$ cat config.mk
export PLATFORM = sky130hd
export DESIGN_NAME = prefetch_byte_queue
export DESIGN_NICKNAME = d
export VERILOG_FILES = /design/src/rtl/pfq_pkg.sv /design/src/rtl/pfq_fetch_ctrl.sv /design/src/rtl/pfq_byte_ring.sv /design/src/rtl/prefetch_byte_queue.sv
export SDC_FILE = /design/constraint.sdc
export NUM_CORES = 1
export LEC_CHECK = 0
export BUFFER_PORTS_ARGS = -buffer_cell sky130_fd_sc_hd__clkbuf_2
export CORE_ASPECT_RATIO = 0.7
export CORE_UTILIZATION = 52
export DETAILED_ROUTE_END_ITERATION = 10
export PLACE_DENSITY = 0.81
export SETUP_SLACK_MARGIN = 0.3
export SLEW_MARGIN = 0
export SYNTH_ARGS = -nofsm -noshare
export SYNTH_HDL_FRONTEND = slang
export SYNTH_HIERARCHICAL = 1
export SYNTH_SLANG_ARGS = --single-unit
$ cat constraint.sdc
create_clock -name clk -period 3.3 [get_ports clk]
set_input_delay 0 -clock clk [delete_from_list [all_inputs] [get_ports clk]]
set_output_delay 0 -clock clk [all_outputs]
set_load 0.1 [all_outputs]
$ cat src/rtl/pfq_pkg.sv
package pfq_pkg;

    localparam int BYTE_BITS  = 8;
    localparam int WORD_BYTES = 2;
    localparam int WORD_BITS  = BYTE_BITS * WORD_BYTES;

    typedef enum logic [0:0] {
        FETCH_IDLE = 1'b0,
        FETCH_BUSY = 1'b1
    } fetch_state_e;

    // Bytes handed from the fetch side to the ring in one cycle.
    // n = 0, 1 or 2; first is written before second.
    typedef struct packed {
        logic [1:0]           n;
        logic [BYTE_BITS-1:0] first;
        logic [BYTE_BITS-1:0] second;
    } enq_bundle_t;

    function automatic int ring_step(input int pos, input int amount, input int depth);
        int s;
        s = pos + amount;
        if (s >= depth) s = s - depth;
        return s;
    endfunction

endpackage

$ cat src/rtl/pfq_fetch_ctrl.sv
module pfq_fetch_ctrl
    import pfq_pkg::*;
#(
    parameter int                DEPTH     = 6,
    parameter int                ADDR_W    = 20,
    parameter logic [ADDR_W-1:0] BOOT_ADDR = '0,
    localparam int               CNT_W     = $clog2(DEPTH + 1)
) (
    input  logic                 clk,
    input  logic                 rst,
    input  logic                 flush_req,
    input  logic [ADDR_W-1:0]    flush_target,
    output logic                 mem_req,
    output logic [ADDR_W-1:0]    mem_addr,
    input  logic                 mem_ack,
    input  logic [WORD_BITS-1:0] mem_rdata,
    input  logic [CNT_W-1:0]     fill_level,
    output enq_bundle_t          enq
);

    localparam logic [CNT_W-1:0]  ISSUE_MAX = CNT_W'(DEPTH - WORD_BYTES);
    localparam logic [ADDR_W-1:0] ADDR_STEP = ADDR_W'(WORD_BYTES);

    fetch_state_e      state_q;
    logic [ADDR_W-1:0] next_fetch_q;
    logic [ADDR_W-1:0] req_addr_q;
    logic              odd_entry_q;
    logic              stale_q;
    logic              accept;
    logic              fresh;

    assign accept   = (state_q == FETCH_BUSY) && mem_ack;
    assign fresh    = accept && !stale_q && !flush_req;
    assign mem_req  = (state_q == FETCH_BUSY);
    assign mem_addr = req_addr_q;

    always_comb begin
        enq = '0;
        if (fresh) begin
            if (odd_entry_q) begin
                enq.n     = 2'd1;
                enq.first = mem_rdata[WORD_BITS-1:BYTE_BITS];
            end else begin
                enq.n      = 2'd2;
                enq.first  = mem_rdata[BYTE_BITS-1:0];
                enq.second = mem_rdata[WORD_BITS-1:BYTE_BITS];
            end
        end
    end

    always_ff @(posedge clk) begin
        if (rst) begin
            state_q      <= FETCH_IDLE;
            next_fetch_q <= {BOOT_ADDR[ADDR_W-1:1], 1'b0};
            odd_entry_q  <= BOOT_ADDR[0];
            stale_q      <= 1'b0;
            req_addr_q   <= '0;
        end else begin
            case (state_q)
                FETCH_IDLE: begin
                    if (!flush_req && fill_level <= ISSUE_MAX) begin
                        state_q    <= FETCH_BUSY;
                        req_addr_q <= next_fetch_q;
                    end
                end
                default: begin
                    if (mem_ack) begin
                        state_q <= FETCH_IDLE;
                        stale_q <= 1'b0;
                    end else if (flush_req) begin
                        stale_q <= 1'b1;
                    end
                end
            endcase

            if (flush_req) begin
                next_fetch_q <= {flush_target[ADDR_W-1:1], 1'b0};
                odd_entry_q  <= flush_target[0];
            end else if (fresh) begin
                next_fetch_q <= next_fetch_q + ADDR_STEP;
                odd_entry_q  <= 1'b0;
            end
        end
    end

    assert_req_hold_R3: assert property (@(posedge clk) disable iff (rst)
        (mem_req && !mem_ack) |=> (mem_req && $stable(mem_addr)));

    assert_addr_even_R3: assert property (@(posedge clk) disable iff (rst)
        mem_req |-> (mem_addr[0] == 1'b0));

    assert_issue_room_R2: assert property (@(posedge clk) disable iff (rst)
        $rose(mem_req) |-> ($past(fill_level) <= ISSUE_MAX));

    assert_advance_R5: assert property (@(posedge clk) disable iff (rst)
        fresh |=> (next_fetch_q == $past(next_fetch_q) + ADDR_STEP));

endmodule

$ cat src/rtl/pfq_byte_ring.sv
module pfq_byte_ring
    import pfq_pkg::*;
#(
    parameter int  DEPTH = 6,
    localparam int CNT_W = $clog2(DEPTH + 1),
    localparam int PTR_W = $clog2(DEPTH)
) (
    input  logic                 clk,
    input  logic                 rst,
    input  logic                 flush,
    input  enq_bundle_t          enq,
    input  logic                 pop_req,
    output logic                 pop_valid,
    output logic [BYTE_BITS-1:0] pop_byte,
    output logic [CNT_W-1:0]     fill_level
);

    logic [DEPTH-1:0][BYTE_BITS-1:0] slot_view;
    logic [PTR_W-1:0]                head_q;
    logic [PTR_W-1:0]                tail_q;
    logic [PTR_W-1:0]                tail_nx;
    logic [CNT_W-1:0]                fill_q;
    logic [CNT_W-1:0]                fill_d;
    logic                            take;

    assign pop_valid  = (fill_q != '0);
    assign take       = pop_req && pop_valid && !flush;
    assign pop_byte   = slot_view[head_q];
    assign fill_level = fill_q;
    assign tail_nx    = PTR_W'(ring_step(32'(tail_q), 1, DEPTH));

    for (genvar gi = 0; gi < DEPTH; gi++) begin : g_slot
        logic [BYTE_BITS-1:0] cell_q;
        always_ff @(posedge clk) begin
            if (enq.n != 2'd0 && tail_q == PTR_W'(gi)) begin
                cell_q <= enq.first;
            end else if (enq.n == 2'd2 && tail_nx == PTR_W'(gi)) begin
                cell_q <= enq.second;
            end
        end
        assign slot_view[gi] = cell_q;
    end

    always_comb begin
        fill_d = fill_q + CNT_W'(enq.n) - CNT_W'(take);
        if (flush) fill_d = '0;
    end

    always_ff @(posedge clk) begin
        if (rst || flush) begin
            head_q <= '0;
            tail_q <= '0;
            fill_q <= '0;
        end else begin
            fill_q <= fill_d;
            if (take) head_q <= PTR_W'(ring_step(32'(head_q), 1, DEPTH));
            tail_q <= PTR_W'(ring_step(32'(tail_q), 32'(enq.n), DEPTH));
        end
    end

    assert_no_overflow_R2: assert property (@(posedge clk) disable iff (rst)
        fill_q <= CNT_W'(DEPTH));

    assert_idle_pop_R10: assert property (@(posedge clk) disable iff (rst)
        (!pop_valid && enq.n == 2'd0) |=> !pop_valid);

endmodule

$ cat src/rtl/prefetch_byte_queue.sv
module prefetch_byte_queue
    import pfq_pkg::*;
#(
    parameter int                DEPTH     = 6,
    parameter int                ADDR_W    = 20,
    parameter logic [ADDR_W-1:0] BOOT_ADDR = '0
) (
    input  logic                 clk,
    input  logic                 rst,
    output logic                 mem_req,
    output logic [ADDR_W-1:0]    mem_addr,
    input  logic                 mem_ack,
    input  logic [WORD_BITS-1:0] mem_rdata,
    input  logic                 pop_en,
    output logic                 pop_valid,
    output logic [BYTE_BITS-1:0] pop_data,
    input  logic                 flush_en,
    input  logic [ADDR_W-1:0]    flush_addr
);

    localparam int CNT_W = $clog2(DEPTH + 1);

    logic [CNT_W-1:0] fill_level;
    enq_bundle_t      enq;

    pfq_fetch_ctrl #(
        .DEPTH     (DEPTH),
        .ADDR_W    (ADDR_W),
        .BOOT_ADDR (BOOT_ADDR)
    ) u_fetch (
        .clk          (clk),
        .rst          (rst),
        .flush_req    (flush_en),
        .flush_target (flush_addr),
        .mem_req      (mem_req),
        .mem_addr     (mem_addr),
        .mem_ack      (mem_ack),
        .mem_rdata    (mem_rdata),
        .fill_level   (fill_level),
        .enq          (enq)
    );

    pfq_byte_ring #(
        .DEPTH (DEPTH)
    ) u_ring (
        .clk        (clk),
        .rst        (rst),
        .flush      (flush_en),
        .enq        (enq),
        .pop_req    (pop_en),
        .pop_valid  (pop_valid),
        .pop_byte   (pop_data),
        .fill_level (fill_level)
    );

    assert_flush_empty_R6: assert property (@(posedge clk) disable iff (rst)
        flush_en |=> !pop_valid);

    assert_stale_drop_R8: assert property (@(posedge clk) disable iff (rst)
        (mem_req && mem_ack && flush_en) |=> !pop_valid);

endmodule

== After elaboration in Yosys (flattened, before gate mapping) ==
Cells that the tools add are included.

* Bits of input ports: 41
* Bits in read-only memories: 0
* RAM bits: 0
* Logic and storage cells: 107
* Output and inout bits: 30
* Bits in latches: 0
* Bits in registers: 100
* Memories: 0

* Multiply operators: 0
* Div/mod/pow operators: 0
* Bitwise logic cells: 1
* Shifts and indexed selects: 0
* Magnitude comparators: 5
* Muxes and demuxes: 29
* Add/subtract/negate cells: 9
* Reductions and logical operators: 37
* Equality and inequality tests: 11

{| class="wikitable"
|+ Operators by type and width
! cell !! number
|-
| 8-bit 2-to-1 mux || 14
|-
| 20-bit 2-to-1 mux || 2
|-
| 8-bit binary-select mux with 3-bit select || 1
|-
| 20-bit by 2-bit adder with 20-bit output, second input constant || 1
|-
| 1-bit logical AND || 18
|-
| 18-bit 2-to-1 mux || 1
|-
| 2-bit nonzero test || 9
|-
| 3-bit by 2-bit equality test with 1-bit output, second input constant || 4
|-
| 3-bit equality test, second input constant || 4
|-
| 4-bit by 3-bit >= comparator with 1-bit output, second input constant || 3
|-
| 10-bit 2-to-1 mux || 1
|-
| 3-bit 2-to-1 mux || 3
|-
| 3-bit by 2-bit subtractor with 3-bit output, second input constant || 3
|-
| 3-bit by 1-bit adder with 4-bit output, second input constant || 2
|-
| 1-bit 2-to-1 mux || 7
|-
| 3-bit by 1-bit equality test with 1-bit output, second input constant || 2
|-
| 3-bit logical NOT || 2
|-
| 3-bit by 2-bit adder with 4-bit output || 1
|-
| 3-bit by 4-bit less-than comparator with 1-bit output, second input constant || 1
|-
| 2-bit AND reduction || 2
|-
| 2-bit OR reduction || 2
|-
| 3-bit by 2-bit adder with 3-bit output || 1
|-
| 3-bit less-or-equal comparator, second input constant || 1
|-
| 3-bit nonzero test || 1
|-
| other kinds (5) || 6
|}

== Depth between registers and ports, before layout ==
Gate-level depths: netlist (run 1).

* Depth after elaboration: 8
* Mapped depth: 15
* Depth with buffers taken out: 12

== Modules after synthesis ==
Netlist (run 1), hierarchy kept.

{| class="wikitable"
|+ Modules (own cells, without submodules)
! module !! sequential area each (µm²) !! times used !! area an instance (µm²) !! cells each
|-
| pfq_byte_ring || 1,621.6 || 1 || 3,171.8 || 237
|-
| pfq_fetch_ctrl || 820.8 || 1 || 2,154.6 || 275
|}

== Least setup slack after synthesis (run 1) ==
OpenSTA, ideal clock, no wires.

* Path kind: reg2reg
* From: reg u_fetch.state_q (netlist: u_fetch/mem_req)
* To: reg u_ring.g_slot[2].cell_q[0] (enable)
* Buffers on the path: 2
* Period minus slack after synthesis: 3.970 ns
* Cell stages (with the launch flop): 10
* Data arrival time: 3.583 ns
* Slack: -0.670 ns
* Setup time: 0.387 ns
* Required time: 2.913 ns
* Cell sequence: dfxtp_1 > buf_2 > nand3b_2 > or2_2 > clkbuf_1 > nor2_1 > inv_2 > nor2_1 > nand2_1 > o31ai_1

{| class="wikitable"
|+ RTL lines
! element !! RTL line !! RTL
|-
| from (decl) || pfq_fetch_ctrl.sv:24 || <nowiki>fetch_state_e state_q;</nowiki>
|-
| from (signal assigned) || pfq_fetch_ctrl.sv:53 || <nowiki>state_q <= FETCH_IDLE;</nowiki>
|-
| from (signal assigned) || pfq_fetch_ctrl.sv:62 || <nowiki>state_q <= FETCH_BUSY;</nowiki>
|-
| from (signal assigned) || pfq_fetch_ctrl.sv:68 || <nowiki>state_q <= FETCH_IDLE;</nowiki>
|-
| to (signal assigned) || pfq_byte_ring.sv:36 || <nowiki>cell_q <= enq.first;</nowiki>
|-
| to (signal assigned) || pfq_byte_ring.sv:38 || <nowiki>cell_q <= enq.second;</nowiki>
|-
| to (decl) || pfq_byte_ring.sv:33 || <nowiki>logic [BYTE_BITS-1:0] cell_q;</nowiki>
|}

==> metrics.txt, run 1 <==
Placement Rows 30; CTS H-Tree Depth 3; period utilization 0.846; maximum resistive drop on vdd 320 uV; Port Buf Inserts 69; synth unique cells 52; unrepaired setup endpoints after global routing no; RD Place Congestion 0.828; vias in the first global route 4262; FF-to-FF Start u_fetch/stale_q; Leak 2.55 nW; PD cells 428 mW/mm^2; Net Switching 0.770 mW; Sequential Power Share 0.494; Remaining Overflow, GRT 0; Avg Vias per Cell 5.99; Hold Path Class in -> reg; layout cells sized above 1 0.248; Max Clk Rate 358 MHz; Final setup viols 0; EDFF count, synth 48; worst-case clock buffer depth 2; Setup TNS Final 0 ns; core area 0.00983 sq mm; RR Endpoint u_ring/fill_level[2]; hold path startpoint mem_rdata[14]; post-synth top area cell edfxtp_1; Post-layout nets 656; Hold Path Stages 3; diode count 0; wire length per cell 18.9 um; Total Wirelength 13900 um; Synth top area share 0.271; Num Clock Sinks 98; worst r2r path cells 12; pin count of the biggest net entering global routing 48; total track usage 0.277; Final ANT Viol Nets 0; Crit Path Max Fanout 10; CP Data Arrival Time 3.03 ns; synth cell count leaders dfxtp_1, edfxtp_1, nand2_1, a21oi_1, inv_1; Max-cap violations 0; Mapped Nets 568; sequential fraction of the synthesis area 0.459; Syn Inst Count 512; clk_lat worst skew 0.35 ns; Final Max Tran Viols 0; WP data required 3.54 ns; first-pass GRT wire length 22000 um; initial antenna violation count 0; detailed placement HPWL 8970 um; ys async rst share 0; Post-route DRC 0; slew margin rel. 0.339; final hold vios 0; Initial Util 0.542; DIE HEIGHT 86.7 um; predominant post-synthesis flop cell dfxtp_1; Die Area 0.0107 sq mm; Worst-path clk slew 0.07 ns; Pre-Repair DR Iteration Count 6; crit start category flip-flop; postcts setup bufs 0; root buffer cell clkbuf_16; non-filler instance count after layout 733; Yosys Warn Count 6; TritonCTS clock tree done; final worst path period need 2.79 ns; Reg2Reg Setup Slack 0.51 ns; Die Span X 123 um; count leader, synth dfxtp_1; DR vias 4391; crit end category flip-flop; P&R area growth vs syn 19.1%; Cell Area, Synth 0.00533 sq mm; Clk pwr share 0.375; Inserted Clock Buffers 9; dpl cells 695; Hold EP u_ring/g_slot[1].cell_q[6]; Comb power frac 0.131; top post-synthesis cells by area edfxtp_1, dfxtp_1, mux2_2; Cell Int Power 1.95 mW; FF+latch count, synth 98; switching share of power 0.283; status finished, final reports clean; worst slew pin tran 0.983 ns; iteration-0 DRC count of the detailed router 425; mean area per synthesized cell 10.4 sq um; fillers 732; Clock Skew 0.00952 ns; Crit Path Category reg -> reg; Top Ports 71
[per-stage QoR]
step	power [mW]	worst slack [ns]	area [sq um]	utilization	hold slack, ns
global route	2.80	0.367	6340	0.645	0.239
detailed placement	1.69	0.423	5840	0.594	0.249
finish	2.72	0.508	6340	0.645	0.207
CTS	2.72	0.410	6340	0.645	0.191
global placement	1.69	0.641	5840	0.594	0.244
floorplan	1.61	0.323	5360	-	0.101
[logic make-up (layout without fill, tap and decap cells)]
logic type	Yosys count	count (layout)	share of synthesized area
fa+ha+maj	15	15	0.0381
buf+inv	63	156	0.0475
compound gates	92	92	0.109
flops	98	98	0.459
other cells	1	1	0.000704
mux	78	78	0.177
simple gates	151	151	0.147
xor+xnor	14	14	0.0230
[state kept, by name, summed over array words and instances, names as in the netlist]
signal,count
u_ring/g_slot.cell_q,48
u_fetch/mem_addr,19
u_fetch/next_fetch_q,19
u_ring/fill_level,3
u_ring/head_q,3
u_ring/tail_q,3
u_fetch/mem_req,1
u_fetch/odd_entry_q,1
u_fetch/stale_q,1
[layout make-up]
cell class	count	area, sq um	area share
multi-input cells	351	2650	0.418
flip-flops and latches	98	2450	0.386
repair buffers	105	671	0.106
clock buffers	10	229	0.0361
well taps	128	160	0.0252
inverters	35	131	0.0207
clock inverters	6	56.3	0.00887
[cells in the final DEF, fill, tap and decap left out, types with 21 or more instances in the layout]
cell type / synthesis / routed
a21oi_1: 40 / 40
edfxtp_1: 48 / 48
dlygate4sd3_1: 0 / 22
nand2_1: 43 / 43
mux2_1: 24 / 24
inv_1: 33 / 33
dfxtp_1: 50 / 49
mux2_2: 25 / 25
nor2_1: 25 / 24
mux2i_1: 21 / 21
nand3_1: 27 / 27
clkbuf_2: 0 / 69
[power groups by stage]
stage          sequential (mW)  clock, mW  combinational, mW
2_1_floorplan             1.43          0              0.183
3_3_place_gp              1.37          0              0.320
3_5_place_dp              1.37          0              0.327
4_1_cts                   1.34       1.03              0.349
5_1_grt                   1.35       1.08              0.377
6_report                  1.34       1.02              0.355
[worst max-delay path: stages, from the launching register on]
cell	delay, ns
dfxtp_1	0.33
nand3b_2	0.33
or2_4	0.37
nor2_1	0.19
inv_2	0.09
ha_1	0.30
inv_1	0.06
ha_1	0.13
inv_1	0.05
fa_1	0.41
xnor2_1	0.22
xnor2_1	0.14
nor2_1	0.05
[metal layers]
| layer | wire, um | vias up | global-route usage |
|---|---|---|---|
| met5 | 0 | - | 0 |
| met4 | 306 | 0 | 0.101 |
| met3 | 1140 | 33 | 0.0625 |
| met2 | 6650 | 207 | 0.437 |
| met1 | 5780 | 2113 | 0.374 |
| li1 | - | 2038 | - |
[timing repair]
item	4_1_cts	5_1_grt
endpoints found under the setup margin	0	1
endpoints found under the hold margin	22	0
gates resized for setup	0	1
hold buffers	22	0
[worst max path at each step]
stage,from,endpoint,slack (ns),depth (start not counted)
after floorplan,u_fetch/mem_req,u_ring/fill_level[2],0.32,15
after global placement,u_fetch/stale_q,u_ring/fill_level[2],0.64,12
after detailed placement,u_fetch/stale_q,u_ring/fill_level[2],0.42,12
after CTS,u_fetch/stale_q,u_ring/fill_level[2],0.41,12
after global routing,u_fetch/stale_q,u_ring/fill_level[2],0.37,12
final,u_fetch/stale_q,u_ring/fill_level[2],0.51,12
Power figures use the tool's default switching activity.
==> run 2: changes to the inputs <==
clock period = 2.2 ns   (was 3.3 ns; I/O delays follow)
==> run 2 against run 1 <==
The run now ends with negative setup slack left. Via count is 21% higher. Clock power increased by 49%. Power increased by 56%. Worst setup slack worse by 0.64 ns. Core utilization grew 14 points. Largest cell class unchanged.
==> metrics.txt, run 2 (same netlist as run 1, synthesis figures left out) <==
clk_lat worst skew 0.37 ns (+0.02 ns); unrepaired setup endpoints after global routing yes; setup ws final -0.129 ns (-0.637 ns); Post-Route Utilization 0.781 (+0.136); Num Clock Sinks 98 (unchanged); worst slew pin tran 0.746 ns (-0.236 ns); Largest Register u_ring/g_slot.cell_q; fillers 530 (-28%); core area 0.00983 sq mm (unchanged); crit end category flip-flop; slew margin rel. 0.501 (+0.162); Max Clk Rate 429 MHz (+20%); Clock Skew 0.0149 ns (+0.00537 ns); Crit Path Category reg -> reg; Remaining Overflow, GRT 0 (unchanged); WP data required 2.44 ns (-1.10 ns); Post-layout nets 715 (+9.0%); Hold Path Class in -> reg; max reg flops 48 (unchanged); Top Ports 71 (unchanged); CP Data Arrival Time 2.57 ns (-0.46 ns); Final setup viols 41 (+41); detailed placement HPWL 9620 um (+7.3%); DR vias 5304 (+21%); vias in the first global route 5012 (+18%); Tot Pwr 4.24 mW (+56%); initial antenna violation count 0 (unchanged); final hold vios 0 (unchanged); most frequent cells in the layout clkbuf_2, edfxtp_1, dfxtp_1, mux2_4; Die Area 0.0107 sq mm (unchanged); PD cells 552 mW/mm^2 (+29%); Pre-Repair DR Iteration Count 5 (-1); status complete, but fails checks; Worst-path clk slew 0.07 ns (about the same); Port Buf Inserts 69 (unchanged); pin count of the biggest net entering global routing 46 (-4.2%); Post-Layout Inst Area 0.00768 sq mm (+21%); CTS H-Tree Depth 3 (unchanged); crit start category flip-flop; commonest non-fill, non-tap cell in the layout clkbuf_2; DIE HEIGHT 86.7 um (unchanged); Placement Rows 30 (unchanged); Final Max Tran Viols 0 (unchanged); RD Place Congestion 0.851 (+2.9%); root buffer cell clkbuf_16; wire length per cell 26.3 um (+39%); Avg Vias per Cell 6.70 (+12%); TritonCTS clock tree done; Post-route DRC 0 (unchanged); Leak 3.09 nW (+21%); Die Span X 123 um (unchanged); violated checks negative setup slack; worst-case clock buffer depth 2 (unchanged); diode count 0 (unchanged); first-pass GRT wire length 27500 um (+25%); Inserted Clock Buffers 9 (unchanged); period utilization 1.06 (+0.213); Crit Path Max Fanout 3 (-7); Total Wirelength 20800 um (+50%); P&R area growth vs syn 44.2%; total track usage 0.353 (+0.0763); Max-cap violations 0 (unchanged); final worst path period need 2.33 ns (-0.463 ns); placed instance area 0.00643 sq mm (+10%); iteration-0 DRC count of the detailed router 815 (+92%); Final ANT Viol Nets 0 (unchanged); maximum resistive drop on vdd 534 uV (+67%); layout cells sized above 1 0.425 (+0.177); Initial Util 0.542 (unchanged)
-- run 2: cell count changes in the layout (fill, tap and decap cells not counted), moves of 7 or more --
cell and delta:
mux2_4 +43, buf_4 +25, ha_1 -7, o22ai_1 -8, mux2_1 -24, clkbuf_2 -8
mux2_2 -19, buf_6 +21, buf_12 +16
-- run 2: per-layer routing --
metal,share of wire,vias up,track usage
met5,0,-,0
met4,0.071,0,0.222
met3,0.12,161,0.0849
met2,0.43,473,0.534
met1,0.38,2518,0.457
li1,-,2152,-
-- run 2: stage by stage --
step           setup slack [ns]  hold WS, ns  cells  TNS, ns
2_1_floorplan            -0.527        0.101    512   -29.47
3_3_place_gp             0.0124        0.238    721        0
3_5_place_dp            -0.0549        0.246    721   -0.182
4_1_cts                  0.0617       0.0253    783        0
5_1_grt                  -0.191       0.0800    792    -2.08
6_report                 -0.129       0.0946    792    -1.07
-- run 2: path summary, 6_finish.rpt --
path,start,end,slack [ns],cells past startpoint
max reg2reg,u_fetch/stale_q,u_ring/fill_level[2],-0.13,12
min reg2reg,u_fetch/mem_addr[19],u_fetch/mem_addr[19],0.46,2
min,mem_ack,u_fetch/stale_q,0.09,3
max,u_fetch/stale_q,u_ring/fill_level[2],-0.13,12
-- run 2: power by group --
part / switching [mW] / internal [mW]
clock network: 0.755 / 0.764
logic: 0.444 / 0.258
registers: 0.0626 / 1.96
-- run 2: repair_timing --
item,4_1_cts,5_1_grt
endpoints found under the setup margin,103,107
resized for setup,34,65
buffers inserted,22,8
pin swaps,16,6
hold buffers,21,0
cloned,3,1
hold endpoints to repair,21,0
-- run 2: layout make-up --
class	instances	area (sq um)	share of cell area
inverters	35	136	0.0178
well taps	128	160	0.0208
repair buffers	161	1410	0.184
multi-input cells	354	3250	0.423
flip-flops and latches	98	2460	0.320
clock inverters	7	45.0	0.00586
clock buffers	9	225	0.0293
-- run 2: critical path, cell delays in order (launching register included) --
cell and delay (ns):
dfxtp_2 0.33, nand3b_4 0.15, or2_4 0.27, nor2_4 0.19, inv_4 0.07, ha_4 0.24, inv_4 0.07, ha_4 0.12
inv_2 0.04, fa_2 0.35, xnor2_2 0.15, xnor2_1 0.17, nor2_1 0.07
==> run 3: changes to the inputs <==
CELL_PAD_IN_SITES_DETAIL_PLACEMENT = 2   (was default)
CELL_PAD_IN_SITES_GLOBAL_PLACEMENT = 2   (was default)
CORE_UTILIZATION = 34   (was 52)
PLACE_DENSITY = 0.82   (was 0.81)
==> run 3 against run 2 <==
The flow finishes with violations (negative hold slack, negative setup slack). Cell count up 8.1%. Via count down 0.89%. Hold slack got worse by 0.12 ns. Routed wire length up 35%. Global-route usage up 0.68 points. Clock power grew 7%. Critical path type unchanged. Core utilization shrank 26 points.
==> metrics.txt, run 3 (same netlist as run 1, synthesis figures left out) <==
CP delay by family, top simple AND/OR/NAND/NOR gates; fillers 1467 (+180%); Tot Pwr 4.39 mW (+3.6%); crit end category flip-flop; Largest Register u_ring/g_slot.cell_q; Final ANT Viol Nets 0 (unchanged); diode count 0 (unchanged); Num Clock Sinks 98 (unchanged); Leak 3.08 nW (-0.47%); commonest non-fill, non-tap cell in the layout clkbuf_2; iteration-0 DRC count of the detailed router 416 (-49%); DR vias 5257 (-0.89%); status complete, but fails checks; Final setup viols 86 (+110%); Hold Path Stages 4 (+1); Setup TNS Final -9.02 ns (-7.96 ns); worst-case clock buffer depth 2 (unchanged); maximum resistive drop on vdd 604 uV (+13%); Hold Path Class in -> reg; vias in the first global route 5681 (+13%); WHS -0.0207 ns (-0.115 ns); core area 0.0150 sq mm (+53%); Initial Util 0.355 (-0.186); period utilization 1.12 (+0.0648); Pre-Repair DR Iteration Count 5 (unchanged); Avg Vias per Cell 6.14 (-8.3%); Remaining Overflow, GRT 0 (unchanged); Hold EP u_fetch/next_fetch_q[9]; clk_lat worst skew 0.37 ns (about the same); CP peak stage delay 0.50 ns (+0.15 ns); detailed placement HPWL 13700 um (+42%); worst r2r path cells 11 (-1); hold path startpoint flush_addr[9]; FF-to-FF Start u_fetch/stale_q; Crit path buffers/inverters 3 (unchanged); P&R area growth vs syn 45.6%; DIE HEIGHT 107 um (+23%); Crit Path Max Fanout 5 (+2); Clock Skew 0.0118 ns (-0.00311 ns); first-pass GRT wire length 40700 um (+48%); RR Endpoint u_ring/tail_q[2]; final worst path period need 2.47 ns (+0.143 ns); Total Wirelength 28100 um (+35%); final hold vios 1 (+1); Worst-path clk slew 0.07 ns (about the same); slew margin rel. 0.489 (-0.0118); initial antenna violation count 0 (unchanged); Max-cap violations 0 (unchanged); most frequent cells in the layout clkbuf_2, edfxtp_1, buf_4; Reg2Reg Setup Slack -0.27 ns (-0.14 ns); wire length per cell 32.8 um (+25%); Die Span X 152 um (+23%); Inserted Clock Buffers 9 (unchanged); unrepaired setup endpoints after global routing yes; Max Clk Rate 405 MHz (-5.8%); Placement Rows 37 (+23%); Post-layout nets 712 (-0.42%); Die Area 0.0162 sq mm (+52%); cell chain of the critical path nand3b_4 -> or2_4 -> buf_6 -> nor2_4 -> buf_4 -> buf_6 -> ha_4 -> fa_2 -> o21ai_2 -> a21oi_1 -> nor3_1; CP Data Arrival Time 2.75 ns (+0.18 ns); crit start category flip-flop; Port Buf Inserts 69 (unchanged); PD cells 566 mW/mm^2 (+2.6%); total track usage 0.360 (+0.00681); worst slew pin tran 0.766 ns (+0.0195 ns); setup ws final -0.272 ns (-0.143 ns); CTS H-Tree Depth 3 (unchanged); Top Ports 71 (unchanged); root buffer cell clkbuf_16; WP data required 2.48 ns (+0.04 ns); most used cell, CP buf_6; Crit Path Category reg -> reg; critical path's slowest cell fa_2; RD Place Congestion 0.793 (-6.9%); TritonCTS clock tree done; Post-route DRC 0 (unchanged); layout cells sized above 1 0.433 (+0.00798); Final Max Tran Viols 0 (unchanged); max reg flops 48 (unchanged); pin count of the biggest net entering global routing 46 (unchanged); violated checks negative hold slack, negative setup slack
run 3: changes by cell type in the layout (fill, tap and decap cells not counted), moves of 4 or more:
cell      before  now
clkbuf_1       0    4
dfxtp_1       43   37
dfxtp_2        5   12
mux2_2         6   18
mux2_4        43   31
run 3: metrics by stage:
stage	hold WS (ns)	setup WS (ns)	util	std cells	instance area, sq um
3_3_place_gp	0.241	-0.0797	0.437	791	6550
4_1_cts	0.000495	-0.164	0.511	854	7670
2_1_floorplan	0.101	-0.527	-	512	5640
5_1_grt	0.00761	-0.293	0.517	856	7750
3_5_place_dp	0.256	-0.279	0.437	791	6550
6_report	-0.0207	-0.272	0.517	856	7750
run 3: worst max path at each step:
stage,start,endpoint,cells after the start
floorplan,u_fetch/mem_req,u_ring/fill_level[2],15
global placement,u_fetch/stale_q,u_ring/fill_level[2],13
detailed placement,u_fetch/stale_q,u_ring/fill_level[2],13
CTS,u_fetch/stale_q,u_ring/fill_level[2],13
global route,u_fetch/stale_q,u_ring/fill_level[2],13
finish,u_fetch/stale_q,u_ring/tail_q[2],11
run 3: metal layers:
layer	GRT usage	wire [um]	vias to the layer above
met3	0.0664	2070	88
met2	0.564	13000	293
li1	-	-	2150
met5	0	0	-
met1	0.486	11800	2726
met4	0.149	1170	0
run 3: worst reg2reg max path, cell delays in order (launching register included):
cell	delay, ns
dfxtp_2	0.33
nand3b_4	0.16
or2_4	0.25
buf_6	0.13
nor2_4	0.13
buf_4	0.15
buf_6	0.11
ha_4	0.16
fa_2	0.50
o21ai_2	0.17
a21oi_1	0.09
nor3_1	0.19
run 3: layout make-up:
class	count	area [sq um]	area share
repair buffers	158	1400	0.181
flip-flops and latches	98	2460	0.317
inverters	35	136	0.0176
clock buffers	14	265	0.0342
multi-input cells	354	3230	0.417
well taps	195	244	0.0315
clock inverters	2	10.0	0.00129
run 3: repair_timing:
action	4_1_cts	5_1_grt
setup endpoints to repair	111	114
buffers inserted	21	2
endpoints found under the hold margin	19	0
pin swaps	18	7
cloned	7	0
hold buffers	19	0
gates resized for setup	69	26
run 3: report_power, final:
group / internal, mW / switching (mW) / total [mW]
Sequential: 1.96 / 0.0662 / 2.02
Clock: 0.838 / 0.783 / 1.62
Combinational: 0.258 / 0.487 / 0.745
Total: 3.05 / 1.34 / 4.39
